File: config.mk
export PLATFORM = sky130hd
export DESIGN_NAME = mdio_c45_engine
export DESIGN_NICKNAME = d
export VERILOG_FILES = /design/src/rtl/mdio_pkg.sv /design/src/rtl/mdio_clk_div.sv /design/src/rtl/mdio_frame_fsm.sv /design/src/rtl/mdio_c45_engine.sv
export SDC_FILE = /design/constraint.sdc
export NUM_CORES = 1
export LEC_CHECK = 0
export CORE_MARGIN = 2
export CORE_UTILIZATION = 44
export CTS_CLUSTER_SIZE = 28
export DETAILED_ROUTE_END_ITERATION = 16
export GPL_ROUTABILITY_DRIVEN = 0
export PLACE_DENSITY = 0.81
export SLEW_MARGIN = 30
export SYNTH_ARGS = -nofsm -noshare
export SYNTH_HDL_FRONTEND = slang
export SYNTH_SLANG_ARGS = --single-unit
File: constraint.sdc
create_clock -name clk -period 3.87 [get_ports clk]
set_input_delay 0.387 -clock clk [delete_from_list [all_inputs] [get_ports clk]]
set_output_delay 0.387 -clock clk [all_outputs]
set_load 0.02 [all_outputs]
File: src/rtl/mdio_pkg.sv
package mdio_pkg;
    localparam int FRAME_W   = 32;
    localparam int PRE_BITS  = 32;
    localparam int HDR_BITS  = 14;
    localparam int TA_BITS   = 2;
    localparam int DATA_BITS = 16;
    localparam int CNT_W     = $clog2(PRE_BITS);

    localparam logic [1:0] ST_C22 = 2'b01;

    typedef enum logic [2:0] {
        S_IDLE,
        S_PRE,
        S_HDR,
        S_TURN,
        S_DATA
    } mdio_state_e;

    // read-type classification shared by FSM and top
    function automatic logic frame_is_read(input logic [1:0] st, input logic [1:0] op);
        return (st == ST_C22) ? (op == 2'b10) : op[1];
    endfunction
endpackage

File: src/rtl/mdio_clk_div.sv
module mdio_clk_div #(
    parameter int HALF_DIV = 4
) (
    input  logic clk,
    input  logic rst_n,
    output logic mdc,
    output logic rise_tick,
    output logic fall_tick
);
    localparam int CW = (HALF_DIV > 1) ? $clog2(HALF_DIV) : 1;
    localparam logic [CW-1:0] TERM = CW'(HALF_DIV - 1);

    logic [CW-1:0] div_cnt;
    logic          term;

    assign term      = (div_cnt == TERM);
    assign rise_tick = term && !mdc;
    assign fall_tick = term && mdc;

    always_ff @(posedge clk or negedge rst_n) begin
        if (!rst_n) begin
            div_cnt <= '0;
            mdc     <= 1'b0;
        end else if (term) begin
            div_cnt <= '0;
            mdc     <= ~mdc;
        end else begin
            div_cnt <= div_cnt + 1'b1;
        end
    end

    a_r3_rise_raises_mdc: assert property (@(posedge clk) disable iff (!rst_n)
        rise_tick |=> mdc);
    a_r3_fall_lowers_mdc: assert property (@(posedge clk) disable iff (!rst_n)
        fall_tick |=> !mdc);
    a_r3_ticks_exclusive: assert property (@(posedge clk) disable iff (!rst_n)
        $onehot0({rise_tick, fall_tick}));
endmodule

File: src/rtl/mdio_frame_fsm.sv
module mdio_frame_fsm
    import mdio_pkg::*;
(
    input  logic               clk,
    input  logic               rst_n,
    input  logic               fall_tick,
    input  logic               rise_tick,
    input  logic               load,
    input  logic [FRAME_W-1:0] frame,
    input  logic               mdio_i,
    output logic               busy,
    output logic               mdio_o,
    output logic               mdio_oe,
    output logic               cap_en,
    output logic [DATA_BITS-1:0] rd_data
);
    mdio_state_e        state, state_n;
    logic [CNT_W-1:0]   cnt, cnt_n;
    logic               rd_frame;
    logic               last_bit;
    logic               nxt_o, nxt_oe;
    logic               unused_ta;

    assign rd_frame  = frame_is_read(frame[31:30], frame[29:28]);
    assign unused_ta = ^frame[17:16];
    assign last_bit  = fall_tick && (state == S_DATA) && (cnt == CNT_W'(DATA_BITS - 1));
    assign cap_en    = last_bit && rd_frame;

    // next state: advances only on falling MDC edges
    always_comb begin
        state_n = state;
        cnt_n   = cnt;
        if (fall_tick) begin
            unique case (state)
                S_IDLE: begin
                    if (busy) begin
                        state_n = S_PRE;
                        cnt_n   = '0;
                    end
                end
                S_PRE: begin
                    if (cnt == CNT_W'(PRE_BITS - 1)) begin
                        state_n = S_HDR;
                        cnt_n   = '0;
                    end else begin
                        cnt_n = cnt + 1'b1;
                    end
                end
                S_HDR: begin
                    if (cnt == CNT_W'(HDR_BITS - 1)) begin
                        state_n = S_TURN;
                        cnt_n   = '0;
                    end else begin
                        cnt_n = cnt + 1'b1;
                    end
                end
                S_TURN: begin
                    if (cnt == CNT_W'(TA_BITS - 1)) begin
                        state_n = S_DATA;
                        cnt_n   = '0;
                    end else begin
                        cnt_n = cnt + 1'b1;
                    end
                end
                S_DATA: begin
                    if (cnt == CNT_W'(DATA_BITS - 1)) begin
                        state_n = S_IDLE;
                        cnt_n   = '0;
                    end else begin
                        cnt_n = cnt + 1'b1;
                    end
                end
            endcase
        end
    end

    // line value for the bit period that begins at this falling edge
    always_comb begin
        nxt_o  = 1'b1;
        nxt_oe = 1'b0;
        unique case (state_n)
            S_IDLE: begin
                nxt_o  = 1'b1;
                nxt_oe = 1'b0;
            end
            S_PRE: begin
                nxt_o  = 1'b1;
                nxt_oe = 1'b1;
            end
            S_HDR: begin
                nxt_o  = frame[5'(FRAME_W - 1) - cnt_n];
                nxt_oe = 1'b1;
            end
            S_TURN: begin
                nxt_o  = (cnt_n == '0);
                nxt_oe = !rd_frame;
            end
            S_DATA: begin
                nxt_o  = frame[4'(DATA_BITS - 1) - cnt_n[3:0]];
                nxt_oe = !rd_frame;
            end
        endcase
    end

    // state register
    always_ff @(posedge clk or negedge rst_n) begin
        if (!rst_n) begin
            state <= S_IDLE;
            cnt   <= '0;
        end else begin
            state <= state_n;
            cnt   <= cnt_n;
        end
    end

    // outputs, busy flag and read capture
    always_ff @(posedge clk or negedge rst_n) begin
        if (!rst_n) begin
            busy    <= 1'b0;
            mdio_o  <= 1'b1;
            mdio_oe <= 1'b0;
            rd_data <= '0;
        end else begin
            if (load) begin
                busy <= 1'b1;
            end else if (last_bit) begin
                busy <= 1'b0;
            end
            if (fall_tick) begin
                mdio_o  <= nxt_o;
                mdio_oe <= nxt_oe;
            end
            if (rise_tick && (state == S_DATA) && rd_frame) begin
                rd_data <= {rd_data[DATA_BITS-2:0], mdio_i};
            end
        end
    end

    a_r4_preamble_ones: assert property (@(posedge clk) disable iff (!rst_n)
        (state == S_PRE) |-> (mdio_oe && mdio_o));
    a_r8_read_released: assert property (@(posedge clk) disable iff (!rst_n)
        (((state == S_TURN) || (state == S_DATA)) && rd_frame) |-> !mdio_oe);
    a_r6_turn_first_high: assert property (@(posedge clk) disable iff (!rst_n)
        ((state == S_TURN) && !rd_frame && (cnt == '0)) |-> (mdio_oe && mdio_o));
    a_r10_change_on_fall: assert property (@(posedge clk) disable iff (!rst_n)
        !fall_tick |=> ($stable(mdio_o) && $stable(mdio_oe)));
    a_r11_idle_released: assert property (@(posedge clk) disable iff (!rst_n)
        (state == S_IDLE) |-> !mdio_oe);
endmodule

File: src/rtl/mdio_c45_engine.sv
module mdio_c45_engine
    import mdio_pkg::*;
#(
    parameter int HALF_DIV = 4
) (
    input  logic        clk,
    input  logic        rst_n,
    input  logic        host_wr,
    input  logic [63:0] host_wdata,
    output logic [63:0] host_rdata,
    output logic        busy,
    output logic        mdc,
    input  logic        mdio_i,
    output logic        mdio_o,
    output logic        mdio_oe
);
    logic [FRAME_W-1:0]   frame_q;
    logic [DATA_BITS-1:0] rd_data;
    logic                 rise_tick, fall_tick;
    logic                 load, cap_en;
    logic                 unused_hi;

    assign load       = host_wr && !busy;
    assign unused_hi  = ^host_wdata[63:FRAME_W];
    assign host_rdata = {{(64 - FRAME_W){1'b0}}, frame_q};

    mdio_clk_div #(.HALF_DIV(HALF_DIV)) u_div (
        .clk       (clk),
        .rst_n     (rst_n),
        .mdc       (mdc),
        .rise_tick (rise_tick),
        .fall_tick (fall_tick)
    );

    mdio_frame_fsm u_fsm (
        .clk       (clk),
        .rst_n     (rst_n),
        .fall_tick (fall_tick),
        .rise_tick (rise_tick),
        .load      (load),
        .frame     (frame_q),
        .mdio_i    (mdio_i),
        .busy      (busy),
        .mdio_o    (mdio_o),
        .mdio_oe   (mdio_oe),
        .cap_en    (cap_en),
        .rd_data   (rd_data)
    );

    always_ff @(posedge clk or negedge rst_n) begin
        if (!rst_n) begin
            frame_q <= '0;
        end else if (load) begin
            frame_q <= host_wdata[FRAME_W-1:0];
        end else if (cap_en) begin
            frame_q[DATA_BITS-1:0] <= rd_data;
        end
    end

    a_r1_load_sets_busy: assert property (@(posedge clk) disable iff (!rst_n)
        (host_wr && !busy) |=> busy);
    a_r2_busy_write_ignored: assert property (@(posedge clk) disable iff (!rst_n)
        (host_wr && busy && !cap_en) |=> $stable(host_rdata));
    a_r11_released_when_idle: assert property (@(posedge clk) disable iff (!rst_n)
        !busy |-> !mdio_oe);
endmodule

==> impl_summary.log <==
[metrics] number of buffers added for setup after CTS: 0
[metrics] post-synthesis sequential element count: just over 60
[metrics] clock period minus worst slack: 3.38 ns
[metrics] number of antenna repair diodes: 0
[metrics] max-cap violations: 0
[metrics] EDFF count, synth: 0
[metrics] minimum setup slack in the final design: slightly below 0.5 ns
[metrics] CP Max Fanout: 14
[metrics] clock sink count: 62
[metrics] Placeable Area: roughly 7700 um^2
[metrics] global-route usage over all layers: between 10% and 20%
[metrics] I/O pin total: approximately 140
[metrics] worst-case headroom to the max-slew limit: 39.5%
[metrics] total power density per cell area: roughly 300 nW/um^2
[metrics] vias after detailed routing: approximately 2700
[metrics] Clock transition at path regs: 0.07 ns
[metrics] setup total negative slack: 0 ns
[metrics] effective utilization at floorplan: between 40% and 50%
[metrics] proportion of synthesized chip area in sequential cells: around 44%
[metrics] Post-CTS Resized: 0
[metrics] final count of hold timing violations: 0
[metrics] DP HPWL: slightly below 6 mm
[metrics] detailed-route vias per instance: ~5.3
[metrics] share of layout cells above drive strength 1: between 15 and 20%
[metrics] clock skew after layout: between 0.007 and 0.008 ns
[metrics] Static Leak: between 1.5 and 2 nW
[metrics] overall die area: around 8700 um^2
[metrics] Power, Total: ~1.3 mW
[metrics] GRT Residual Overflow: 0
[metrics] Yosys cell types: 52
[metrics] CTS tree: yes
[metrics] largest net degree at the start of global routing: 33
[metrics] Req. time, crit path: 4.15 ns
[metrics] most instantiated flip-flop cell in the synthesis netlist: sky130_fd_sc_hd__dfrtp_1
[metrics] number of global-route vias before repair: 2678
[metrics] average wire per cell in the routed design: between 10 and 15 um
[metrics] maximum cell stage delay along the critical path: 0.46 ns
[metrics] total detailed-routing wirelength: 7.74 mm
[metrics] Gate Count Post-Synth: roughly 350
[metrics] area leader, netlist: sky130_fd_sc_hd__dfrtp_1
[metrics] number of antenna violations at the first check in global routing: 0
[metrics] die width: around 93 um
[metrics] Die Y: just over 90 um
[metrics] number of hold buffers added after cts: 0
[metrics] Hold Crit Class: input port to async pin
[metrics] Layout area overhead: 23.8%
[metrics] transition time at the pin with the least slew margin: 0.905 ns
[metrics] proportion of register bits with asynchronous set or reset after synthesis: 100%
[metrics] clock buffer depth: 2
[metrics] post-synthesis area per instance: slightly above 10 um^2
[metrics] netlist area before placement: between 3000 and 4000 um^2
[metrics] achievable clock frequency: around 300 MHz
[metrics] Filler cells: 650
[metrics] worst hold slack: between 0.09 and 0.1 ns
[metrics] Clk Latency, worst-skew pair: 0.33 ns
[metrics] CP max stage cell: sky130_fd_sc_hd__dfrtp_1
[metrics] count of standard-cell rows: 32
[metrics] Detailed Routing Iterations Pass 1: 4
[metrics] final worst path period share: between 80 and 90%
[metrics] RSZ-0062 raised after global routing: false
[metrics] Antenna Nets Post-Route: 0
[metrics] cells traversed along the worst timing path: ha_1 -> and3_1 -> ha_1 -> nor4b_2 -> a211oi_2 -> a211oi_2 -> nor2_2 -> clkinv_2 -> nand2_1 -> a311oi_1 -> nor4_1 -> o41ai_1 -> a311o_1
[metrics] number of failing setup endpoints in the final timing report: 0
[metrics] final max-slew violation count: 0
[metrics] Peak VDD IR: 259 uV
[metrics] crit path capture type: register
[metrics] number of warnings reported in the yosys synthesis log: 0
[metrics] run status: finished clean
[metrics] first-pass GRT wire length: 12.8 mm
[metrics] initial drt markers: roughly 150
[metrics] number of buffers added on ports: 71
[metrics] net count reported at finish: between 400 and 500
[metrics] top cells by area in the synthesized netlist: sky130_fd_sc_hd__dfrtp_1 (44%), sky130_fd_sc_hd__mux2_2 (9.7%), sky130_fd_sc_hd__buf_4 (7.1%)
[metrics] Inserted Clock Buffers: 9
[metrics] top cell type's share of synthesized area: a little over two fifths
[metrics] arrival time at the worst endpoint: around 3.7 ns
[metrics] placement-stage worst setup slack: around 0.49 ns
[metrics] maximum level of the CTS H-tree: 3
[metrics] Residual DRC: 0
[metrics] cell at the root of the clock tree: sky130_fd_sc_hd__clkbuf_8
[metrics] category of the critical setup timing path: register to register
[metrics] type of element launching the critical path: register
==> final timing paths <==
path	from	to	slack, ns	cells past startpoint
setup / recovery	u_fsm.cnt[0]	u_fsm.mdio_o	0.49	13
hold / removal	rst_n	u_fsm.rd_data[4]	0.09	1
min in group clk	u_div.div_cnt[0]	u_div.div_cnt[0]	0.43	1
setup reg to reg	u_fsm.cnt[0]	u_fsm.mdio_o	0.49	13
max in group asynchronous	rst_n	u_fsm.mdio_o	2.86	2
hold reg to reg	u_div.div_cnt[0]	u_div.div_cnt[0]	0.43	1
==> report_power, final <==
| part | internal [mW] | total (mW) | leakage (nW) | switching, mW |
|---|---|---|---|---|
| combinational | 0.0679 | 0.148 | 0.987 | 0.0804 |
| sequential | 0.664 | 0.678 | 0.801 | 0.0141 |
| clock | 0.247 | 0.487 | 0.0861 | 0.240 |
==> cells in the final DEF (no fill, tap or decap), drive strengths merged, types with 2 or more instances in the layout <==
cell	instances
o22ai	2
a211o	2
a21oi	7
a311oi	4
and2	3
nand2b	3
nor4	5
a31oi	5
o211ai	2
clkdlybuf4s50	70
ha	6
dfrtp	61
clkinv	4
clkbuf	12
xor2	2
conb	32
nor2	8
nand2	46
buf	6
nand3	8
and3	5
o21a	3
nor4b	2
a211oi	6
mux2i	22
o21ai	31
mux2	30
nor2b	6
inv	8
a22o	2
==> routing by layer <==
layer	track usage, %	up-vias	part of all wire [%]
met5	0	-	0
li1	-	1295	-
met4	5.15	0	0.96
met3	4.35	8	5.3
met2	31.6	97	49
met1	24.1	1331	44
==> sequential cells by signal (all words and copies together) (netlist names) <==
name and count:
u_div.div_cnt 2, frame_q 32, u_fsm.rd_data 16, u_div.mdc 1, u_fsm.busy 1, u_fsm.mdio_o 1, u_fsm.mdio_oe 1, u_fsm.cnt 5
u_fsm.state 3
==> synth_stat cells (3+ instances only) <==
cell type / instances
sky130_fd_sc_hd__a211oi_1: 4
sky130_fd_sc_hd__a31oi_1: 5
sky130_fd_sc_hd__o21ai_1: 5
sky130_fd_sc_hd__buf_4: 33
sky130_fd_sc_hd__and3_1: 5
sky130_fd_sc_hd__inv_1: 7
sky130_fd_sc_hd__dfrtp_1: 61
sky130_fd_sc_hd__nor2b_1: 6
sky130_fd_sc_hd__nand2_1: 46
sky130_fd_sc_hd__buf_2: 4
sky130_fd_sc_hd__nor4_1: 5
sky130_fd_sc_hd__mux2_2: 30
sky130_fd_sc_hd__a21oi_1: 7
sky130_fd_sc_hd__mux2i_1: 22
sky130_fd_sc_hd__clkbuf_1: 9
sky130_fd_sc_hd__nand2b_1: 3
sky130_fd_sc_hd__nor2_1: 6
sky130_fd_sc_hd__nand3_1: 8
sky130_fd_sc_hd__ha_1: 6
sky130_fd_sc_hd__o21ai_0: 26
sky130_fd_sc_hd__o21a_1: 3
sky130_fd_sc_hd__a311oi_1: 4
==> worst max-delay path: cells and delay by family, from the launching register on <==
kind	cells	cell delay [ns]
AOI/OAI and AO/OA	5	1.36
and+or+nand+nor	5	0.80
adders and majority gates	2	0.50
DFF	1	0.46
buffers and inverters	1	0.19
==> per-stage QoR <==
stage	instance area, um^2	util, %	std cells
finish	4330	56.1	520
global route	4330	56.1	520
CTS	4330	56.1	520
detailed placement	4170	53.9	504
global placement	4170	53.9	504
floorplan	3620	-	376
==> logic make-up after synthesis <==
kind of cell               after synthesis  share of synthesized area [%]
and+or+nand+nor                         92                           13.3
other                                    1                          0.107
AOI/OAI and AO/OA                       71                           13.2
buffers and inverters                   59                           10.5
muxes                                   52                           15.9
xor gates and xnor gates                 2                          0.501
adders and majority gates                6                           2.15
DFF                                     62                           44.4
==> final cells by class <==
cell class,instances,area (um^2),share of cell area [%]
clock buffers,12,145,3.35
clock inverters,4,22.5,0.520
inverters,9,35.0,0.808
multi-input cells,255,1710,39.4
flip-flops and latches,62,1550,35.8
well taps,102,128,2.94
repair buffers,76,743,17.1
(Power assumes the default switching activity.)
